===== src/rtl/pario_pkg.sv =====
package pario_pkg;

  typedef enum logic [1:0] {
    PSEL_A   = 2'd0,
    PSEL_B   = 2'd1,
    PSEL_C   = 2'd2,
    PSEL_CTL = 2'd3
  } psel_e;

  // control word field positions (decoded by software, so fixed)
  localparam int unsigned CW_KIND   = 7;
  localparam int unsigned CW_DIR_A  = 4;
  localparam int unsigned CW_DIR_CH = 3;
  localparam int unsigned CW_DIR_B  = 1;
  localparam int unsigned CW_DIR_CL = 0;

  localparam logic [7:0] CW_RESET = 8'h9B;

  typedef struct packed {
    logic a_in;
    logic b_in;
    logic cl_in;
    logic ch_in;
  } dir_t;

  function automatic dir_t dir_of(input logic [7:0] cw);
    dir_t d;
    d.a_in  = cw[CW_DIR_A];
    d.b_in  = cw[CW_DIR_B];
    d.cl_in = cw[CW_DIR_CL];
    d.ch_in = cw[CW_DIR_CH];
    return d;
  endfunction

endpackage


===== src/rtl/pario_cfg.sv =====
module pario_cfg
  import pario_pkg::*;
#(
  parameter int unsigned PW = 8
) (
  input  logic          clk,
  input  logic          rst_n,
  input  logic          mode_we,
  input  logic [PW-1:0] wdata,
  output logic [PW-1:0] mode_q,
  output dir_t          dir
);

  logic [PW-1:0] mode_d;

  always_comb begin
    mode_d = mode_q;
    if (mode_we) mode_d = wdata;
  end

  always_ff @(posedge clk or negedge rst_n) begin
    if (!rst_n)       mode_q <= PW'(CW_RESET);
    else if (mode_we) mode_q <= mode_d;
  end

  assign dir = dir_of(mode_q[7:0]);

endmodule


===== src/rtl/pario_latch.sv =====
module pario_latch #(
  parameter int unsigned PW = 8,
  localparam int unsigned IW = $clog2(PW)
) (
  input  logic          clk,
  input  logic          rst_n,
  input  logic          clr,
  input  logic          wr_a,
  input  logic          wr_b,
  input  logic          wr_c,
  input  logic          bsr_we,
  input  logic [IW-1:0] bsr_idx,
  input  logic          bsr_val,
  input  logic [PW-1:0] wdata,
  output logic [PW-1:0] la_q,
  output logic [PW-1:0] lb_q,
  output logic [PW-1:0] lc_q
);

  logic [PW-1:0] la_d, lb_d, lc_d;
  logic          la_en, lb_en, lc_en;

  assign la_en = clr | wr_a;
  assign lb_en = clr | wr_b;
  assign lc_en = clr | wr_c | bsr_we;

  always_comb begin
    la_d = clr ? '0 : wdata;
    lb_d = clr ? '0 : wdata;
  end

  for (genvar g = 0; g < PW; g++) begin : g_cbit
    logic hit;
    assign hit     = bsr_we && (bsr_idx == IW'(g));
    assign lc_d[g] = clr  ? 1'b0 :
                     wr_c ? wdata[g] :
                     hit  ? bsr_val : lc_q[g];
  end

  always_ff @(posedge clk or negedge rst_n) begin
    if (!rst_n)     la_q <= '0;
    else if (la_en) la_q <= la_d;
  end

  always_ff @(posedge clk or negedge rst_n) begin
    if (!rst_n)     lb_q <= '0;
    else if (lb_en) lb_q <= lb_d;
  end

  always_ff @(posedge clk or negedge rst_n) begin
    if (!rst_n)     lc_q <= '0;
    else if (lc_en) lc_q <= lc_d;
  end

endmodule


===== src/rtl/pario_rdmux.sv =====
module pario_rdmux
  import pario_pkg::*;
#(
  parameter int unsigned PW = 8,
  localparam int unsigned HW = PW / 2
) (
  input  logic          rd_en,
  input  psel_e         asel,
  input  dir_t          dir,
  input  logic [PW-1:0] mode_q,
  input  logic [PW-1:0] la_q,
  input  logic [PW-1:0] lb_q,
  input  logic [PW-1:0] lc_q,
  input  logic [PW-1:0] pa_in,
  input  logic [PW-1:0] pb_in,
  input  logic [PW-1:0] pc_in,
  output logic [PW-1:0] rdata
);

  logic [PW-1:0] pc_view;

  for (genvar h = 0; h < 2; h++) begin : g_half
    logic half_in;
    if (h == 0) begin : g_lo
      assign half_in = dir.cl_in;
    end else begin : g_hi
      assign half_in = dir.ch_in;
    end
    assign pc_view[h*HW +: HW] = half_in ? pc_in[h*HW +: HW] : lc_q[h*HW +: HW];
  end

  always_comb begin
    rdata = '0;
    if (rd_en) begin
      case (asel)
        PSEL_A:   rdata = dir.a_in ? pa_in : la_q;
        PSEL_B:   rdata = dir.b_in ? pb_in : lb_q;
        PSEL_C:   rdata = pc_view;
        default:  rdata = mode_q;
      endcase
    end
  end

endmodule


===== src/rtl/pario_unit.sv =====
module pario_unit
  import pario_pkg::*;
#(
  parameter int unsigned PW = 8,
  localparam int unsigned HW = PW / 2,
  localparam int unsigned IW = $clog2(PW)
) (
  input  logic          clk,
  input  logic          rst_n,
  input  logic          sel_n,
  input  logic          rd_n,
  input  logic          wr_n,
  input  logic [1:0]    addr,
  input  logic [PW-1:0] wdata,
  output logic [PW-1:0] rdata,
  input  logic [PW-1:0] pa_in,
  output logic [PW-1:0] pa_out,
  output logic [PW-1:0] pa_oe,
  input  logic [PW-1:0] pb_in,
  output logic [PW-1:0] pb_out,
  output logic [PW-1:0] pb_oe,
  input  logic [PW-1:0] pc_in,
  output logic [PW-1:0] pc_out,
  output logic [PW-1:0] pc_oe
);

  // asynchronous assertion, synchronous release
  logic [1:0] rst_pipe;
  logic       core_rst_n;

  always_ff @(posedge clk or negedge rst_n) begin
    if (!rst_n) rst_pipe <= 2'b00;
    else        rst_pipe <= {rst_pipe[0], 1'b1};
  end
  assign core_rst_n = rst_pipe[1];

  logic  bus_wr, bus_rd, mode_we, bsr_we;
  psel_e asel;
  dir_t  dir;
  logic [PW-1:0] mode_q, la_q, lb_q, lc_q;

  assign bus_wr  = !sel_n && !wr_n;
  assign bus_rd  = !sel_n && !rd_n;
  assign asel    = psel_e'(addr);
  assign mode_we = bus_wr && (asel == PSEL_CTL) &&  wdata[CW_KIND];
  assign bsr_we  = bus_wr && (asel == PSEL_CTL) && !wdata[CW_KIND];

  pario_cfg #(.PW(PW)) i_cfg (
    .clk     (clk),
    .rst_n   (core_rst_n),
    .mode_we (mode_we),
    .wdata   (wdata),
    .mode_q  (mode_q),
    .dir     (dir)
  );

  pario_latch #(.PW(PW)) i_latch (
    .clk     (clk),
    .rst_n   (core_rst_n),
    .clr     (mode_we),
    .wr_a    (bus_wr && (asel == PSEL_A)),
    .wr_b    (bus_wr && (asel == PSEL_B)),
    .wr_c    (bus_wr && (asel == PSEL_C)),
    .bsr_we  (bsr_we),
    .bsr_idx (wdata[IW:1]),
    .bsr_val (wdata[0]),
    .wdata   (wdata),
    .la_q    (la_q),
    .lb_q    (lb_q),
    .lc_q    (lc_q)
  );

  pario_rdmux #(.PW(PW)) i_rdmux (
    .rd_en  (bus_rd),
    .asel   (asel),
    .dir    (dir),
    .mode_q (mode_q),
    .la_q   (la_q),
    .lb_q   (lb_q),
    .lc_q   (lc_q),
    .pa_in  (pa_in),
    .pb_in  (pb_in),
    .pc_in  (pc_in),
    .rdata  (rdata)
  );

  assign pa_out = la_q;
  assign pb_out = lb_q;
  assign pc_out = lc_q;
  assign pa_oe  = {PW{!dir.a_in}};
  assign pb_oe  = {PW{!dir.b_in}};
  assign pc_oe  = {{HW{!dir.ch_in}}, {HW{!dir.cl_in}}};

endmodule


===== config.mk =====
export PLATFORM = sky130hd
export DESIGN_NAME = pario_unit
export DESIGN_NICKNAME = d
export VERILOG_FILES = /design/src/rtl/pario_pkg.sv /design/src/rtl/pario_cfg.sv /design/src/rtl/pario_latch.sv /design/src/rtl/pario_rdmux.sv /design/src/rtl/pario_unit.sv
export SDC_FILE = /design/constraint.sdc
export NUM_CORES = 1
export LEC_CHECK = 0
export ABC_AREA = 0
export BUFFER_PORTS_ARGS = -buffer_cell sky130_fd_sc_hd__buf_2
export CORE_UTILIZATION = 51
export DETAILED_ROUTE_END_ITERATION = 16
export PLACE_DENSITY = 0.88
export SLEW_MARGIN = 10
export SYNTH_ARGS = -nofsm -noshare
export SYNTH_HDL_FRONTEND = slang
export SYNTH_SLANG_ARGS = --single-unit

===== constraint.sdc =====
create_clock -name clk -period 2.9 [get_ports clk]
set_input_delay 0.58 -clock clk [delete_from_list [all_inputs] [get_ports clk]]
set_output_delay 0.58 -clock clk [all_outputs]
set_load 0.02 [all_outputs]

==> results of run 1 <==
## metal layers
layer	routed length, µm	vias to the layer above	GRT usage, %
met1	2510	993	36.8
met5	0	-	0
met3	597	11	7.77
li1	-	975	-
met2	2780	140	43.3
met4	112	0	11.2
## power groups by stage
stage	Combinational [W]	Sequential (W)	Clock, W
3_3_place_gp	0.000662	0.000684	0
6_report	0.000672	0.000682	0.000342
3_5_place_dp	0.000671	0.000688	0
4_1_cts	0.000673	0.000680	0.000348
2_1_floorplan	0.000476	0.000727	0
5_1_grt	0.000727	0.000696	0.000361
## cells by family after synthesis
group / share of synthesized area [%]
buffers and inverters: 11.7
multiplexers: 14.0
AND/OR/NAND/NOR: 14.5
AO/OA/AOI/OAI: 20.7
flip-flops: 39.0
other: 0.171
## registers in the layout, indices dropped and copies added (netlist names)
register and cells:
i_latch.la_q 8, rst_pipe 2, i_cfg.mode_q 8, i_latch.lc_q 8, i_latch.lb_q 8
## synth_stat cells (2+ instances only)
cell | instances | share of area (%)
mux2i_1 | 16 | 7.3
nor2b_1 | 3 | 0.85
a21oi_1 | 25 | 5.7
nand2_1 | 39 | 6.7
nor2_1 | 6 | 1.0
inv_1 | 7 | 1.2
or2_2 | 2 | 0.57
o31a_1 | 6 | 2.4
nand2b_1 | 3 | 0.85
mux2_1 | 7 | 3.6
mux2_2 | 6 | 3.1
a31oi_1 | 2 | 0.57
clkbuf_1 | 4 | 0.68
o21ai_0 | 24 | 5.5
a41oi_1 | 2 | 0.80
a211oi_1 | 2 | 0.68
o22ai_1 | 2 | 0.57
dfstp_2 | 5 | 6.0
o22a_1 | 6 | 2.4
buf_2 | 10 | 2.3
dfrtp_1 | 29 | 33
and4bb_2 | 2 | 1.1
buf_4 | 20 | 6.8
## per-stage QoR
| step | util (%) | setup slack [ns] | hold WS (ns) |
|---|---|---|---|
| finish | 64.1 | 0.482 | 0.0531 |
| global placement | 62.1 | 0.592 | 0.271 |
| detailed placement | 62.1 | 0.552 | 0.278 |
| floorplan | - | 0.557 | 0.284 |
| global route | 64.1 | 0.396 | 0.0497 |
| CTS | 64.1 | 0.491 | 0.0480 |
## path summary, 6_finish.rpt
| check | startpoint | slack (ns) | endpoint | cells past startpoint |
|---|---|---|---|---|
| max | i_cfg.mode_q[1] | 0.48 | rdata[5] | 4 |
| min in group clk | rst_pipe[0] | 0.36 | rst_pipe[1] | 0 |
| max reg2reg | i_cfg.mode_q[4] | 1.71 | i_cfg.mode_q[4] | 2 |
| min | rst_n | 0.05 | rst_pipe[0] | 1 |
| max in group asynchronous | rst_pipe[1] | 2.30 | i_cfg.mode_q[3] | 1 |
| min reg2reg | rst_pipe[1] | 0.27 | i_latch.la_q[1] | 1 |
## worst register-to-register path, stage by stage (launching register included)
cell and delay [ns]:
dfstp_2 0.73, inv_1 0.18, o21ai_0 0.21
## cell type report
| type | count | area share, % |
|---|---|---|
| timing repair buffer | 97 | 19.0 |
| multi-input combinational | 168 | 41.6 |
| clock buffer | 5 | 2.65 |
| sequential | 34 | 33.0 |
| clock inverter | 2 | 0.385 |
| tap | 50 | 2.41 |
| inverter | 7 | 1.01 |
==> metrics, run 1 <==
Startpoint Class flop; clk buf depth 2; aggregate global-route resource usage around 28%; Synth Cell Area 0.00220 mm²; Worst EP required 2.32 ns; sequential cell area 857 µm²; clock tree sinks 34; Crit path arrival time 1.84 ns; initial DRC count between 150 and 200; initial antenna violation count 0; DRT Pass-1 Iters 4; WL final 6010 µm; Synth warnings 0; fin crit period 2.42 ns; nets 352; crit-path max FO 11; outcome finished clean; ant diodes 0; initial core utilization 54.1%; gpl congestion around 0.92; pin count of the biggest net entering global routing 33; register bit total from synthesis 34; Max Slew Vio Count 0; Post-Syn Instances 245; total CTS buffers 5; max incr delay on CP ~0.70 ns; commonest non-fill, non-tap cell in the layout buf_2; area grow syn2layout 18.4%; Final Non-Filler Cells 363; Final Hold Vio Count 0; H-tree Lvls 2; worst skew pair latency 0.30 ns; Clk network pwr share 20.2%; gr ovfl total 0; Port Buffer Count 94; critical path endpoint category output pin; power per cell area 652 mW/mm²; Lkg Pwr 1.27 nW; Fillers 337; unrepaired setup endpoints after global routing no; slew margin rel. 48.3%; Row Count 23; Crit-path slowest cell dfstp_2; setup TNS 0 ns; Die Wd 67.6 µm; syn_area_per_cell 8.96 µm²; CTS tree yes; die footprint 0.00457 mm²; Final Cell Area 0.00260 mm²; layout cells sized above 1 39.3%; routed via count between 2000 and 2500; vias in the first global route 1876; clk slew on worst S/H paths 0.07 ns; Seq/Total Area, Yosys slightly below 40%; sw power 0.000699 W; Sequential Power Share between 40% and 50%; CTS hold repair buffers 0; Worst-Margin Slew 0.775 ns; Setup CP Type flop to output pin; Core Area 0.00406 mm²; most frequent cells in the layout buf_2 (94), nand2_1 (39), dfrtp_1 (29), a21oi_1 (25), o21ai_0 (24); Multi-input gate area 0.00108 mm²; Residual DRC 0; Design Power 0.00170 W; Largest delay share family, worst path flip-flops; Root Buffer clkbuf_8; first-pass GRT wire length 9150 µm; max cap viols 0; Peak supply drop between 0.3 and 0.4 mV; placed instance area 0.00252 mm²; Final ANT Viol Nets 0; wire per inst ~17 µm; io pins 95; Post-synth ARST share 100%; Buffers & Inverters on Critical Path 1; clock skew ~0.0047 ns; setup violators final 0; ys flop type dfrtp_1; switching share of power roughly two fifths; Logic pwr share 39.6%; final worst path period share 83.4%; hpwl dp roughly 4400 µm; crit-path cells mux2_2 > o21ai_0 > a21oi_1 > buf_2; Post-CTS Setup Repair Bufs 0; post-synth net total roughly 280; Placed Cells roughly 360; post-synthesis cell type count 40; internal power around 0.001 W; die extent in y 67.6 µm; hold crit path type primary input to asynchronous set/reset pin; f_max 414 MHz; CTS resizes 0; via-per-instance ratio 5.84; number of synthesized flops with an enable pin 0
No activity file was read; power rests on OpenSTA's default activity.
==> run 2, diff against run 1 <==
Settings changed: CORE_UTILIZATION 51 to 48, PLACE_DENSITY 0.88 to 0.84.
Clock period 2.9 ns to 2.3 ns, I/O delays scaled along.
==> metrics, run 2 (synthesis gave the netlist of run 1 again) <==
power per cell area 818 mW/mm² (+25%); Lkg Pwr 1.32 nW (+4.3%); wire per inst 16.8 µm (+1.6%); area grow syn2layout 22.9%; routed via count 2168 (+2.3%); Startpoint Class flop; crit-path max FO 10 (-1); clk slew on worst S/H paths 0.07 ns (about the same); Buffers & Inverters on Critical Path 2 (+1); Multi-input gate area 0.00108 mm² (unchanged); Root Buffer clkbuf_8; gr ovfl total 0 (unchanged); Crit path arrival time 1.79 ns (-0.05 ns); via-per-instance ratio 5.75 (-1.5%); setup TNS 0 ns (unchanged); initial core utilization 50.1% (-4.0 points); hold crit path type flop to asynchronous set/reset pin; switching share of power 39.7% (-1.5 points); worst skew pair latency 0.28 ns (-0.02 ns); Setup CP Type flop to output pin; initial antenna violation count 0 (unchanged); layout cells sized above 1 40.6% (+1.3 points); placed instance area 0.00257 mm² (+1.9%); die footprint 0.00485 mm² (+6.1%); H-tree Lvls 2 (unchanged); gpl congestion 0.955 (+4.0%); first-pass GRT wire length 9800 µm (+7.2%); clock tree sinks 34 (unchanged); sequential cell area 857 µm² (unchanged); Residual DRC 0 (unchanged); aggregate global-route resource usage 26.3% (-1.7 points); ant diodes 0 (unchanged); fin crit period ~2.3 ns; Clk network pwr share 20.6% (+0.4 points); Place WS 0.254 ns (-0.298 ns); DRT Pass-1 Iters 5 (+1); setup ws final 0.0489 ns (-0.433 ns); most frequent cells in the layout buf_2 (94), nand2_1 (39), dfrtp_1 (29), a21oi_1 (25), o21ai_0 (22); Fillers 405 (+20%); clock skew 0.00258 ns (-0.00208 ns); initial DRC count 169 (-13%); Crit. path cell count 5 (+1); RR Startpoint i_cfg.mode_q[1]; R2R depth 2 (unchanged); Worst R2R Setup Slack 1.27 ns (-0.44 ns); total CTS buffers 5 (unchanged); vias in the first global route 1974 (+5.2%); Final ANT Viol Nets 0 (unchanged); final core occ 61.6% (-2.5 points); Port Buffer Count 94 (unchanged); die extent in y 69.6 µm (+3.0%); crit-path cells buf_4 > mux2_2 > o21ai_0 > a21oi_1 > buf_2; worst reg2reg path endpoint i_cfg.mode_q[1]; io pins 95 (unchanged); Crit-path slowest cell dfstp_2; hpwl dp 4830 µm (+9.0%); Peak supply drop 0.405 mV (+7.5%); Final Hold Vio Count 0 (unchanged); Core Area 0.00438 mm² (+8.0%); pin count of the biggest net entering global routing 33 (unchanged); Logic pwr share 41.2% (+1.6 points); max cap viols 0 (unchanged); final worst path period share a little over nine tenths; nets 363 (+3.1%); WL final 6340 µm (+5.5%); f_max 444 MHz; Sequential Power Share 38.2% (-2.0 points); CP endpoint rdata[5]; outcome finished clean; sw power 0.000877 W (+25%); setup violators final 0 (unchanged); Worst EP required 1.84 ns (-0.48 ns); Largest delay share family, worst path flip-flops; CTS tree yes; clk buf depth 2 (unchanged); commonest non-fill, non-tap cell in the layout buf_2; Max Slew Vio Count 0 (unchanged); Die Wd 69.6 µm (+3.0%); Final Cell Area 0.00270 mm² (+3.8%); origin of the worst setup path i_cfg.mode_q[1]; max incr delay on CP 0.64 ns (-0.06 ns); unrepaired setup endpoints after global routing no; Design Power 0.00221 W (+30%); critical path endpoint category output pin; internal power 0.00133 W (+33%); Row Count 24 (+4.3%)
[run 2: cell types whose count changed in the layout (fill, tap and decap cells not counted), sizes merged]
cell,previous run,this run
clkbuf,5,8
dlygate4sd3,0,1
buf,97,107
clkinv,2,0
[run 2: what timing repair did]
item	4_1_cts	5_1_grt
hold buffers	1	0
buffers inserted	0	4
endpoints found under the setup margin	0	2
gates resized for setup	0	2
endpoints found under the hold margin	2	0
[run 2: layout make-up]
cell class,count,area share (%)
clock buffers,8,3.34
inverters,7,0.974
multi-input cells,168,40.1
flip-flops and latches,34,31.8
well taps,52,2.41
repair buffers,108,21.4
[run 2: worst register-to-register path, stage by stage, from the launching register on]
cell and delay, ns:
dfstp_2 0.64, inv_1 0.15, o21ai_0 0.18
[run 2: worst min-delay path by stage]
stage | start | to | slack [ns] | depth (start not counted)
5_1_grt | rst_pipe[1] | i_latch.la_q[0] | 0.32 | 1
3_5_place_dp | rst_n | rst_pipe[0] | 0.25 | 1
3_3_place_gp | rst_n | rst_pipe[0] | 0.25 | 1
4_1_cts | rst_pipe[1] | i_latch.la_q[0] | 0.28 | 1
6_report | rst_pipe[1] | i_latch.la_q[0] | 0.26 | 1
2_1_floorplan | rst_n | rst_pipe[0] | 0.16 | 0
[run 2: metal layers]
| layer | share of wire (%) | vias up | GRT usage (%) |
|---|---|---|---|
| li1 | - | 995 | - |
| met2 | 47 | 117 | 42.5 |
| met1 | 42 | 1039 | 35.2 |
| met3 | 8.1 | 17 | 4.65 |
| met4 | 2.3 | 0 | 10.4 |
| met5 | 0 | - | 0 |
[run 2: power by group through the flow]
stage	registers [W]	logic, W	clock network, W
4_1_cts	0.000847	0.000878	0.000461
3_3_place_gp	0.000853	0.000861	0
5_1_grt	0.000861	0.000966	0.000483
2_1_floorplan	0.000917	0.000600	0
6_report	0.000844	0.000909	0.000454
3_5_place_dp	0.000859	0.000875	0
[run 2: through the flow]
stage	cells	hold slack, ns
CTS	373	0.283
floorplan	245	0.164
detailed placement	364	0.247
finish	377	0.258
global route	377	0.319
global placement	364	0.245
==> run 3, diff against run 2 <==
==> constraint.sdc (replaced) <==
create_clock -name clk -period 2.3 [get_ports clk]
set_input_delay 0.46 -clock clk [delete_from_list [all_inputs] [get_ports clk]]
set_output_delay 0.46 -clock clk [all_outputs]
set_load 0.05 [all_outputs]
==> metrics, run 3 (synthesis gave the netlist of run 1 again) <==
Root Buffer clkbuf_8; clk slew on worst S/H paths 0.06 ns (about the same); f_max 442 MHz (-0.48%); switching share of power 49.8% (+10 points); Crit path arrival time 1.80 ns (about the same); Worst-Margin Slew ~0.55 ns; gr ovfl total 0 (unchanged); initial antenna violation count 0 (unchanged); R2R depth 3 (+1); CTS tree yes; internal power 0.00136 W (+1.9%); WL final 6460 µm (+2.0%); hpwl dp 4800 µm (-0.66%); power per cell area 977 mW/mm² (+20%); Row Count 24 (unchanged); Worst R2R Setup Slack 1.18 ns (-0.09 ns); Max Slew Vio Count 0 (unchanged); initial DRC count 159 (-5.9%); Worst EP required 1.84 ns (about the same); slew margin rel. 63.5%; crit-path max FO 8 (-2); origin of the worst setup path i_cfg.mode_q[1]; unrepaired setup endpoints after global routing yes; pin count of the biggest net entering global routing 21 (-36%); max cap viols 0 (unchanged); final worst path period share 98.3% (+0.47 points); fin crit period 2.26 ns (+0.0109 ns); commonest non-fill, non-tap cell in the layout buf_2; die extent in y 69.6 µm (unchanged); Startpoint Class flop; hold crit path type flop to asynchronous set/reset pin; critical path endpoint category output pin; H-tree Lvls 2 (unchanged); setup violators final 0 (unchanged); initial core utilization 50.1% (unchanged); Core Area 0.00438 mm² (unchanged); ant diodes 0 (unchanged); crit-path cells buf_4 > o21ai_0 > a21oi_1 > o221a_2 > buf_2; Port Buffer Count 94 (unchanged); DRT Pass-1 Iters 5 (unchanged); Crit-path slowest cell dfstp_2; layout cells sized above 1 43.4% (+2.8 points); RR Startpoint i_cfg.mode_q[4]; max incr delay on CP 0.68 ns (+0.04 ns); final core occ 63.0% (+1.4 points); CP endpoint rdata[1]; outcome finished clean; setup TNS 0 ns (unchanged); total CTS buffers 5 (unchanged); gpl congestion 0.916 (-4.0%); aggregate global-route resource usage 27.8% (+1.5 points); die footprint 0.00485 mm² (unchanged); worst skew pair latency 0.29 ns (about the same); sw power 0.00134 W (+53%); worst reg2reg path endpoint i_cfg.mode_q[4]; Lkg Pwr 1.34 nW (+1.1%); Residual DRC 0 (unchanged); wire per inst 17.1 µm (+1.5%); Peak supply drop 0.653 mV (+61%); routed via count 2165 (-0.14%); nets 365 (+0.55%); Sequential Power Share 31.4% (-6.8 points); clock tree sinks 34 (unchanged); vias in the first global route 2070 (+4.9%); Final Hold Vio Count 0 (unchanged); via-per-instance ratio 5.71 (-0.67%); io pins 95 (unchanged); Setup CP Type flop to output pin; Logic pwr share 51.9% (+11 points); Final ANT Viol Nets 0 (unchanged); area grow syn2layout 25.8%; clk buf depth 2 (unchanged); first-pass GRT wire length 10500 µm (+6.9%); Die Wd 69.6 µm (unchanged); hold slack 0.225 ns (-0.0329 ns); most frequent cells in the layout buf_2 (91), nand2_1 (39), dfrtp_1 (29), o21ai_0 (19), a21oi_1 (19); Clk network pwr share 16.7% (-3.9 points); clock skew 0.00210 ns (-0.000475 ns)
==> run 3: changes by cell type in the layout (fill, tap and decap cells not counted), moves of 3 or more <==
cell     delta
a21oi_1     -6
a21oi_2     +6
buf_2       -3
buf_4       +3
o21ai_0     -3
o21ai_1     +3
==> run 3: per-layer routing <==
layer | routed length (µm) | track usage (%) | vias to the layer above
met5 | 0 | 0 | -
met4 | 177 | 11.8 | 0
met3 | 600 | 6.98 | 18
met2 | 3000 | 42.6 | 128
met1 | 2690 | 37.6 | 1018
li1 | - | - | 1001
==> run 3: cell type report <==
cell class	count	area (µm²)
Multi-Input combinational cell	168	1110
Clock inverter	1	5.00
Timing Repair Buffer	110	613
Inverter	7	26.3
Sequential cell	34	857
Tap cell	52	65.1
Clock buffer	7	86.3
Fill cell	389	1620
==> run 3: worst min-delay path by stage <==
stage	startpoint	to	slack, ns	cells past startpoint
after floorplan	rst_n	rst_pipe[0]	0.16	0
after global placement	rst_pipe[1]	i_latch.lb_q[6]	0.23	0
after detailed placement	rst_pipe[1]	i_latch.lb_q[6]	0.24	0
after CTS	rst_pipe[1]	i_latch.lb_q[6]	0.25	0
after global routing	rst_pipe[1]	i_latch.lb_q[6]	0.28	0
final	rst_pipe[1]	i_latch.lb_q[6]	0.22	0
==> run 3: what timing repair did <==
action,CTS,global route
hold buffers,1,0
gates cloned,0,0
resized for setup,2,9
setup endpoints to repair,5,8
setup buffers,2,4
hold endpoints to repair,2,0
==> run 3: stage by stage <==
step / power [W] / cells / setup WS [ns] / area (µm²)
global route: 0.00282 / 379 / -0.0315 / 2760
CTS: 0.00267 / 375 / 0.00795 / 2720
detailed placement: 0.00219 / 364 / 0.191 / 2590
floorplan: 0.00198 / 245 / 0.0344 / 2220
finish: 0.00270 / 379 / 0.0380 / 2760
global placement: 0.00218 / 364 / 0.238 / 2590
==> run 3: worst max-delay path: cells and delay by family, from the launching register on <==
family | cells | cell delay, ns
DFF | 1 | 0.68
AOI/OAI and AO/OA | 3 | 0.40
buffers and inverters | 2 | 0.43
==> run 3: power by group through the flow <==
| stage | Sequential [W] | Clock (W) | Combinational, W |
|---|---|---|---|
| finish | 0.000847 | 0.000451 | 0.00140 |
| global route | 0.000868 | 0.000493 | 0.00146 |
| CTS | 0.000848 | 0.000463 | 0.00136 |
| detailed placement | 0.000862 | 0 | 0.00133 |
| global placement | 0.000857 | 0 | 0.00132 |
| floorplan | 0.00111 | 0 | 0.000871 |
